===== config.mk =====
export PLATFORM = sky130hd
export DESIGN_NAME = programSequencer
export DESIGN_NICKNAME = d
export VERILOG_FILES = /design/src/rtl/seqPkg.sv /design/src/rtl/seqControl.sv /design/src/rtl/returnStack.sv /design/src/rtl/seqDatapath.sv /design/src/rtl/programSequencer.sv
export SDC_FILE = /design/constraint.sdc
export NUM_CORES = 1
export LEC_CHECK = 0
export CAP_MARGIN = 15
export CORE_AREA = 4 4 100 102
export CTS_CLUSTER_SIZE = 40
export DETAILED_ROUTE_END_ITERATION = 10
export DIE_AREA = 0 0 104 106
export GPL_TIMING_DRIVEN = 0
export PLACE_DENSITY = 0.77
export SYNTH_ARGS = -nofsm -noshare
export SYNTH_HDL_FRONTEND = slang
export SYNTH_HIERARCHICAL = 1
export SYNTH_SLANG_ARGS = --single-unit

===== constraint.sdc =====
create_clock -name clk -period 4.2 [get_ports clk]
set_clock_uncertainty 0.15 [all_clocks]
set_input_delay 0.84 -clock clk [delete_from_list [all_inputs] [get_ports clk]]
set_output_delay 0.84 -clock clk [all_outputs]
set_load 0.005 [all_outputs]

===== src/rtl/seqPkg.sv =====
package seqPkg;
  localparam int INSTR_W = 14;

  localparam logic [2:0] OP_CALL = 3'b100;
  localparam logic [2:0] OP_GOTO = 3'b101;
  localparam logic [INSTR_W-1:0] WORD_RETURN = 14'h0008;

  // top-bit patterns of the four test instructions
  localparam logic [5:0] OP_DEC_SKIP = 6'b001011;
  localparam logic [5:0] OP_INC_SKIP = 6'b001111;
  localparam logic [3:0] OP_BIT_CLR  = 4'b0110;
  localparam logic [3:0] OP_BIT_SET  = 4'b0111;

  typedef struct packed {
    logic pushRet;
    logic popRet;
    logic loadTarget;
  } seqStrobeT;

  function automatic logic isTestInstr(input logic [INSTR_W-1:0] w);
    return (w[13:8] == OP_DEC_SKIP) || (w[13:8] == OP_INC_SKIP) ||
           (w[13:10] == OP_BIT_CLR) || (w[13:10] == OP_BIT_SET);
  endfunction
endpackage


===== src/rtl/seqControl.sv =====
module seqControl
  import seqPkg::*;
(
  input  logic               clk,
  input  logic               rstN,
  input  logic [INSTR_W-1:0] instrWord,
  input  logic               skipCond,
  output seqStrobeT          strobe,
  output logic               squash
);
  logic squashQ;
  logic active;
  logic isCall;
  logic isGoto;
  logic isReturn;
  logic isTest;

  always_comb begin
    active   = !squashQ;
    isCall   = instrWord[13:11] == OP_CALL;
    isGoto   = instrWord[13:11] == OP_GOTO;
    isReturn = instrWord == WORD_RETURN;
    isTest   = isTestInstr(instrWord);

    strobe.pushRet    = active && isCall;
    strobe.popRet     = active && isReturn;
    strobe.loadTarget = active && (isCall || isGoto);
  end

  always_ff @(posedge clk) begin
    if (!rstN) squashQ <= 1'b0;
    else       squashQ <= active && isTest && skipCond;
  end

  assign squash = squashQ;
endmodule


===== src/rtl/returnStack.sv =====
module returnStack #(
  parameter int ADDR_W = 11,
  parameter int DEPTH  = 8
) (
  input  logic              clk,
  input  logic              rstN,
  input  logic              push,
  input  logic              pop,
  input  logic [ADDR_W-1:0] pushData,
  output logic [ADDR_W-1:0] popData,
  output logic              overflow,
  output logic              underflow
);
  localparam int PTR_W = (DEPTH > 1) ? $clog2(DEPTH) : 1;
  localparam int CNT_W = $clog2(DEPTH + 1);
  localparam logic [CNT_W-1:0] FULL_CNT = CNT_W'(DEPTH);
  localparam logic [PTR_W-1:0] LAST_PTR = PTR_W'(DEPTH - 1);

  logic [ADDR_W-1:0] slot [DEPTH];
  logic [PTR_W-1:0]  wrPtr;
  logic [PTR_W-1:0]  topPtr;
  logic [CNT_W-1:0]  count;
  logic              isEmpty;
  logic              isFull;

  always_comb begin
    isEmpty = count == '0;
    isFull  = count == FULL_CNT;
    topPtr  = (wrPtr == '0) ? LAST_PTR : wrPtr - PTR_W'(1);
    popData = isEmpty ? '0 : slot[topPtr];
  end

  for (genvar i = 0; i < DEPTH; i++) begin : g_slot
    always_ff @(posedge clk) begin
      if (!rstN)                              slot[i] <= '0;
      else if (push && wrPtr == PTR_W'(i))    slot[i] <= pushData;
    end
  end

  always_ff @(posedge clk) begin
    if (!rstN) begin
      wrPtr     <= '0;
      count     <= '0;
      overflow  <= 1'b0;
      underflow <= 1'b0;
    end else if (push) begin
      wrPtr <= (wrPtr == LAST_PTR) ? '0 : wrPtr + PTR_W'(1);
      if (isFull) overflow <= 1'b1;
      else        count    <= count + CNT_W'(1);
    end else if (pop) begin
      if (isEmpty) begin
        underflow <= 1'b1;
      end else begin
        wrPtr <= topPtr;
        count <= count - CNT_W'(1);
      end
    end
  end
endmodule


===== src/rtl/seqDatapath.sv =====
module seqDatapath
  import seqPkg::*;
#(
  parameter int ADDR_W = 11
) (
  input  logic              clk,
  input  logic              rstN,
  input  seqStrobeT         strobe,
  input  logic [ADDR_W-1:0] target,
  input  logic [ADDR_W-1:0] popData,
  output logic [ADDR_W-1:0] pc,
  output logic [ADDR_W-1:0] retAddr
);
  logic [ADDR_W-1:0] pcQ;
  logic [ADDR_W-1:0] pcNext;

  always_comb begin
    retAddr = pcQ + ADDR_W'(1);
    if (strobe.loadTarget)  pcNext = target;
    else if (strobe.popRet) pcNext = popData;
    else                    pcNext = retAddr;
  end

  always_ff @(posedge clk) begin
    if (!rstN) pcQ <= '0;
    else       pcQ <= pcNext;
  end

  assign pc = pcQ;
endmodule


===== src/rtl/programSequencer.sv =====
module programSequencer
  import seqPkg::*;
#(
  parameter int ADDR_W      = 11,
  parameter int STACK_DEPTH = 8
) (
  input  logic               clk,
  input  logic               rstN,
  input  logic [INSTR_W-1:0] instrWord,
  input  logic               skipCond,
  output logic [ADDR_W-1:0]  fetchAddr,
  output logic               squash,
  output logic               stackOverflow,
  output logic               stackUnderflow
);
  seqStrobeT         strobe;
  logic [ADDR_W-1:0] retAddr;
  logic [ADDR_W-1:0] popData;

  seqControl u_ctrl (
    .clk       (clk),
    .rstN      (rstN),
    .instrWord (instrWord),
    .skipCond  (skipCond),
    .strobe    (strobe),
    .squash    (squash)
  );

  seqDatapath #(.ADDR_W(ADDR_W)) u_dp (
    .clk     (clk),
    .rstN    (rstN),
    .strobe  (strobe),
    .target  (instrWord[ADDR_W-1:0]),
    .popData (popData),
    .pc      (fetchAddr),
    .retAddr (retAddr)
  );

  returnStack #(.ADDR_W(ADDR_W), .DEPTH(STACK_DEPTH)) u_stack (
    .clk       (clk),
    .rstN      (rstN),
    .push      (strobe.pushRet),
    .pop       (strobe.popRet),
    .pushData  (retAddr),
    .popData   (popData),
    .overflow  (stackOverflow),
    .underflow (stackUnderflow)
  );
endmodule


# ---- Word level (Yosys, flattened, before mapping)
# Memory sizes are Yosys's and may differ from the RTL's.
# Cells that the tools add are included.
dict set report word_totals {
  inputBits 17
  ramBits 88
  mem_count 1
  register_bits 21
}
# name words width rd rd_ports_with_merged_regs wr line
set mem_list {}
lappend mem_list {u_stack.slot 8 11 1 0 8 returnStack.sv:19} ;# logic [ADDR_W-1:0] slot [DEPTH];
dict set report op_classes {
  n_addsub 5
  n_reduce_logical 25
  muxes 45
  n_eq_ne 17
  bitwise_logic 9
}
# operator n
set ops {}
lappend ops {{$mux 11} 11}
lappend ops {{$mux 1} 25}
lappend ops {{$eq 3x3->1 const B} 6}
lappend ops {{$mux 4} 4}
lappend ops {{$mux 3} 5}
lappend ops {{$eq 14x4->1 const B} 1}
lappend ops {{$logic_and 1x1->1} 13}
lappend ops {{$eq 6x4->1 const B} 2}
lappend ops {{$add 11x1->11 const B} 1}
lappend ops {{$eq 4x3->1 const B} 2}
lappend ops {{$or 1x1->1} 8}
lappend ops {{$eq 3x2->1 const B} 2}
lappend ops {{$reduce_and 3->1} 2}
lappend ops {{$add 4x1->4 const B} 1}
lappend ops {{$eq 4x4->1 const B} 1}
lappend ops {{$logic_not 4->1} 1}
lappend ops {{$logic_or 1x1->1} 4}
lappend ops {{$reduce_and 2->1} 2}
lappend ops {{$sub 4x1->4 const B} 1}
lappend ops {{$add 3x1->3 const B} 1}
lappend ops {{$eq 3x1->1 const B} 1}
lappend ops {{$logic_not 3->1} 1}
lappend ops {{$sub 3x1->3 const B} 1}
lappend ops {{$ne 2x1->1 const B} 1}
lappend ops {{other kinds (4)} 4}

# ---- Depth between registers and ports, before layout
dict set report depth {
  word_depth 7
  mapped_depth 10
}

# ---- Hierarchy
# Netlist, hierarchy kept.
# module area_each_um2 instances cells_per_inst
set modules_own_cells {}
lappend modules_own_cells {returnStack 4635.7 1 326}
lappend modules_own_cells {seqDatapath 681.9 1 76}
lappend modules_own_cells {seqControl 90.1 1 11}

# ---- Worst setup path before layout
# Ideal clock, no wire load.
dict set report synth_timing {
  path_type {input-to-reg}
  start {input port instrWord[12]}
  end {memory u_stack.slot[0][0], enable pin}
  slack_ns 1.050
  setup_ns 0.394
  t_arrival_ns 2.606
  stages 5
  path_buffers 1
  required_time_ns 3.656
  cell_sequence {nor3b_2 nor2b_1 buf_2 clkinv_1 o21ai_0}
}
# item line
set synth_rtl {}
lappend synth_rtl {{from (decl)} programSequencer.sv:9} ;# input logic [INSTR_W-1:0] instrWord,
lappend synth_rtl {{to (decl)} returnStack.sv:19}

==> results.json <==
{
  "p_clk_share_pct": 30.0,
  "die_w_um": 104,
  "power_density_nw_per_um2": 342,
  "grt_max_degree": 21,
  "ys_ff_latch": 109,
  "htree_levels": 3,
  "syn_to_final_growth_pct": 12.0,
  "grt-ovfl-total": 0,
  "synth_edf_count": 88,
  "critPathCaptureType": "flop",
  "nets": 484,
  "netlist.top_cell.by_area": "edfxtp_1",
  "ys_types": 53,
  "min_period_ps": 3610,
  "cp-start-kind": "primary input",
  "grt_pass1_vias": 3551,
  "hpwlAfterDp_um": 8740,
  "first_pass_iters": 5,
  "grt_usage_pct": 23.9,
  "synth_area_leaders": "edfxtp_1 49%, and2_1 11%, mux4_2 8.3%",
  "die_height_um": 106,
  "grt.busiest_layer": "met2",
  "grt_pass1_wl_um": 19900,
  "io_buffers": 30,
  "cts_buffer_depth": 2,
  "synthFlopType": "edfxtp_1",
  "slowest_delay_ps": 500,
  "syn_area_sq_um": 5410,
  "rsz0062_at_grt": "false",
  "postCtsResizedCells": 0,
  "num_rows": 35,
  "peakVddDrop_mv": 0.209,
  "critPathTopFamily": "buffers and inverters",
  "r2r_slack_ps": 1110,
  "crit_required_ps": 4330,
  "yosysWarnings": 6,
  "routed_wl_um": 12600,
  "critPathMaxFanout": 11,
  "fill_cells": 690,
  "synthDominantCellAreaShare_pct": 48.9,
  "core_area_sq_um": 9110,
  "outcome": "complete, no violations",
  "ys_seq_area_share_pct": 56.6,
  "clock-sinks": 109,
  "slew_violations": 0,
  "clk_pin_slew_worst_paths_ps": 110,
  "cp.arrival_ps": 3740,
  "io_pins": 31,
  "dpl_cell_area_sq_um": 5870,
  "cts_hold_buf": 0,
  "antenna_found_initial": 0,
  "drive_gt1_share_pct": 12.1,
  "drtAntennaViolNets": 0,
  "p_int_mw": 1.53,
  "vias_per_cell": 6.18,
  "grt_util_met1_pct": 31.8,
  "crit_path_cell_trace": "clkdlybuf4s50_1 -> nor3b_2 -> nor2b_1 -> buf_2 -> clkinv_1 -> ha_1 -> a21o_1 -> a21oi_1 -> mux4_2 -> and2_1",
  "ys_async_sr_fraction_pct": 0,
  "hold_viol": 0,
  "path_buf_inv": 3,
  "critPathKind": "primary input to flop",
  "fin_area_sq_um": 6060,
  "critPathSlowestCell": "clkdlybuf4s50_1",
  "syn_avg_cell_area_sq_um": 13.1,
  "syn_nets": 441,
  "cts_buffers": 9,
  "combPwrFrac_pct": 10.6,
  "leakagePower_nw": 2.21,
  "use_met2_pct": 39.9,
  "netSwitchingPower_mw": 0.542,
  "worst_skew_pair.late_latency_ps": 370,
  "routedWlPerCell_um": 22.0,
  "antennaDiodeCount": 0,
  "start_util_pct": 59.4,
  "cts_setup_buffers": 0,
  "gp_congestion": 0.844,
  "drt_iter0_markers": 296,
  "via_count": 3534,
  "max_freq_mhz": 277,
  "die_area_sq_um": 11000,
  "finalCritPeriodShare_pct": 85.9,
  "place_ws_ps": 222,
  "power_frac_seq_pct": 59.4,
  "p_sw_share_pct": 26.2,
  "met3_usage_pct": 4.13,
  "root_buffer": "clkbuf_8",
  "worstMarginPinSlew_ps": 895,
  "layout_setup_ws_ps": 594,
  "cts_tree": "yes",
  "synth_cells": 413,
  "max-cap-violations": 0,
  "hp-class": "flop to flop",
  "final-setup-viol-count": 0,
  "slew_headroom_pct": 39.9,
  "drcViolationCount": 0
}
## metrics by stage
step	hold slack, ps	std cells	total power [mW]	utilization, %	TNS [ps]
4_1_cts	304	572	2.08	66.5	0
6_report	306	572	2.07	66.5	0
3_3_place_gp	287	554	1.46	64.2	-7380
3_5_place_dp	288	556	1.47	64.4	0
2_1_floorplan	292	413	1.37	-	0
5_1_grt	340	572	2.15	66.5	0
## layer usage
metal  share of wire [%]  vias up
li1                    -     1625
met1                  42     1765
met2                  50      124
met3                 5.7       20
met4                 2.4        0
met5                   0        -
## Yosys cell counts (all sizes together) (4+ instances only)
| cell | count |
|---|---|
| clkinv | 4 |
| clkbuf | 15 |
| and2 | 91 |
| ha | 10 |
| inv | 8 |
| edfxtp | 88 |
| nand2 | 29 |
| nor2 | 12 |
| o21ai | 7 |
| xnor2 | 6 |
| dfxtp | 21 |
| nor3 | 9 |
| nor4 | 5 |
| buf | 7 |
| a21oi | 8 |
| mux4 | 23 |
| nand3 | 11 |
| a22o | 11 |
## sequential cells by signal (all words and copies together), names as in the netlist
name               flops
u_ctrl/squash          1
u_stack/overflow       1
u_stack/wrPtr          3
u_stack/slot          88
u_dp/pc               11
u_stack/underflow      1
u_stack/count          4
## layout by cell type, fill, tap and decap left out, types with 2 or more instances in the layout
master / synthesis / layout
a31oi_1: 3 / 3
clkinv_1: 3 / 4
nand4_1: 2 / 2
dfxtp_1: 21 / 21
inv_6: 0 / 2
nor4_1: 4 / 4
mux2i_1: 2 / 2
clkdlybuf4s50_1: 0 / 30
clkbuf_8: 0 / 9
nand2_1: 29 / 29
a22o_1: 11 / 11
buf_6: 4 / 5
a31o_2: 2 / 2
nand3_1: 11 / 11
nor2_1: 12 / 12
o311a_1: 3 / 3
mux4_1: 3 / 3
o31a_1: 3 / 3
o22a_1: 2 / 2
o21ai_1: 0 / 2
nand2b_1: 3 / 3
and2_1: 91 / 91
nor2b_1: 2 / 2
o221a_2: 3 / 3
a21oi_1: 7 / 7
xnor2_1: 6 / 6
o21ai_0: 7 / 5
a21o_1: 2 / 2
inv_1: 8 / 8
edfxtp_1: 88 / 88
o211a_1: 3 / 3
ha_1: 10 / 10
clkbuf_1: 15 / 15
clkinv_4: 1 / 3
buf_1: 2 / 2
xor2_1: 3 / 3
mux4_2: 20 / 20
nor3_1: 8 / 8
## worst min-delay path, stage by stage, from the launching register on
cell	delay, ps
dfxtp_1	320
inv_1	50
a21oi_1	50
## cell type report
type | instances | area (sq um) | area share, %
Sequential cell | 109 | 3060 | 50.6
Multi-Input combinational cell | 270 | 2180 | 36.0
Timing Repair Buffer | 32 | 319 | 5.27
Tap cell | 111 | 139 | 2.29
Clock buffer | 9 | 124 | 2.05
Buffer | 22 | 114 | 1.88
Clock inverter | 7 | 66.3 | 1.10
Inverter | 12 | 50.0 | 0.826
## power by group through the flow
| stage | Sequential (mW) | Clock (mW) | Combinational, mW |
|---|---|---|---|
| 2_1_floorplan | 1.25 | 0 | 0.126 |
| 4_1_cts | 1.23 | 0.631 | 0.221 |
| 3_5_place_dp | 1.25 | 0 | 0.219 |
| 3_3_place_gp | 1.25 | 0 | 0.212 |
| 6_report | 1.23 | 0.620 | 0.220 |
| 5_1_grt | 1.23 | 0.679 | 0.236 |
## worst paths after layout
| path | to | cells after the start | startpoint |
|---|---|---|---|
| hold / removal | u_stack/overflow$_SDFFE_PN0P_ | 2 | u_stack/overflow$_SDFFE_PN0P_ |
| hold reg to reg | u_stack/overflow$_SDFFE_PN0P_ | 2 | u_stack/overflow$_SDFFE_PN0P_ |
| setup / recovery | u_stack/count[3]$_SDFFE_PN0P_ | 10 | instrWord[13] |
| setup reg to reg | u_dp/pc[6]$_SDFF_PN0_ | 9 | u_stack/wrPtr[0]$_SDFFE_PN0P_ |
## kinds of logic after synthesis
logic type / count (synthesis) / share of synthesized area (%)
mux: 25 / 10.2
simple gates: 172 / 18.2
buf+inv: 34 / 3.03
compound gates: 53 / 7.87
xor+xnor: 9 / 1.46
flops: 109 / 56.6
fa+ha+maj: 11 / 2.68
(Power assumes the default switching activity.)
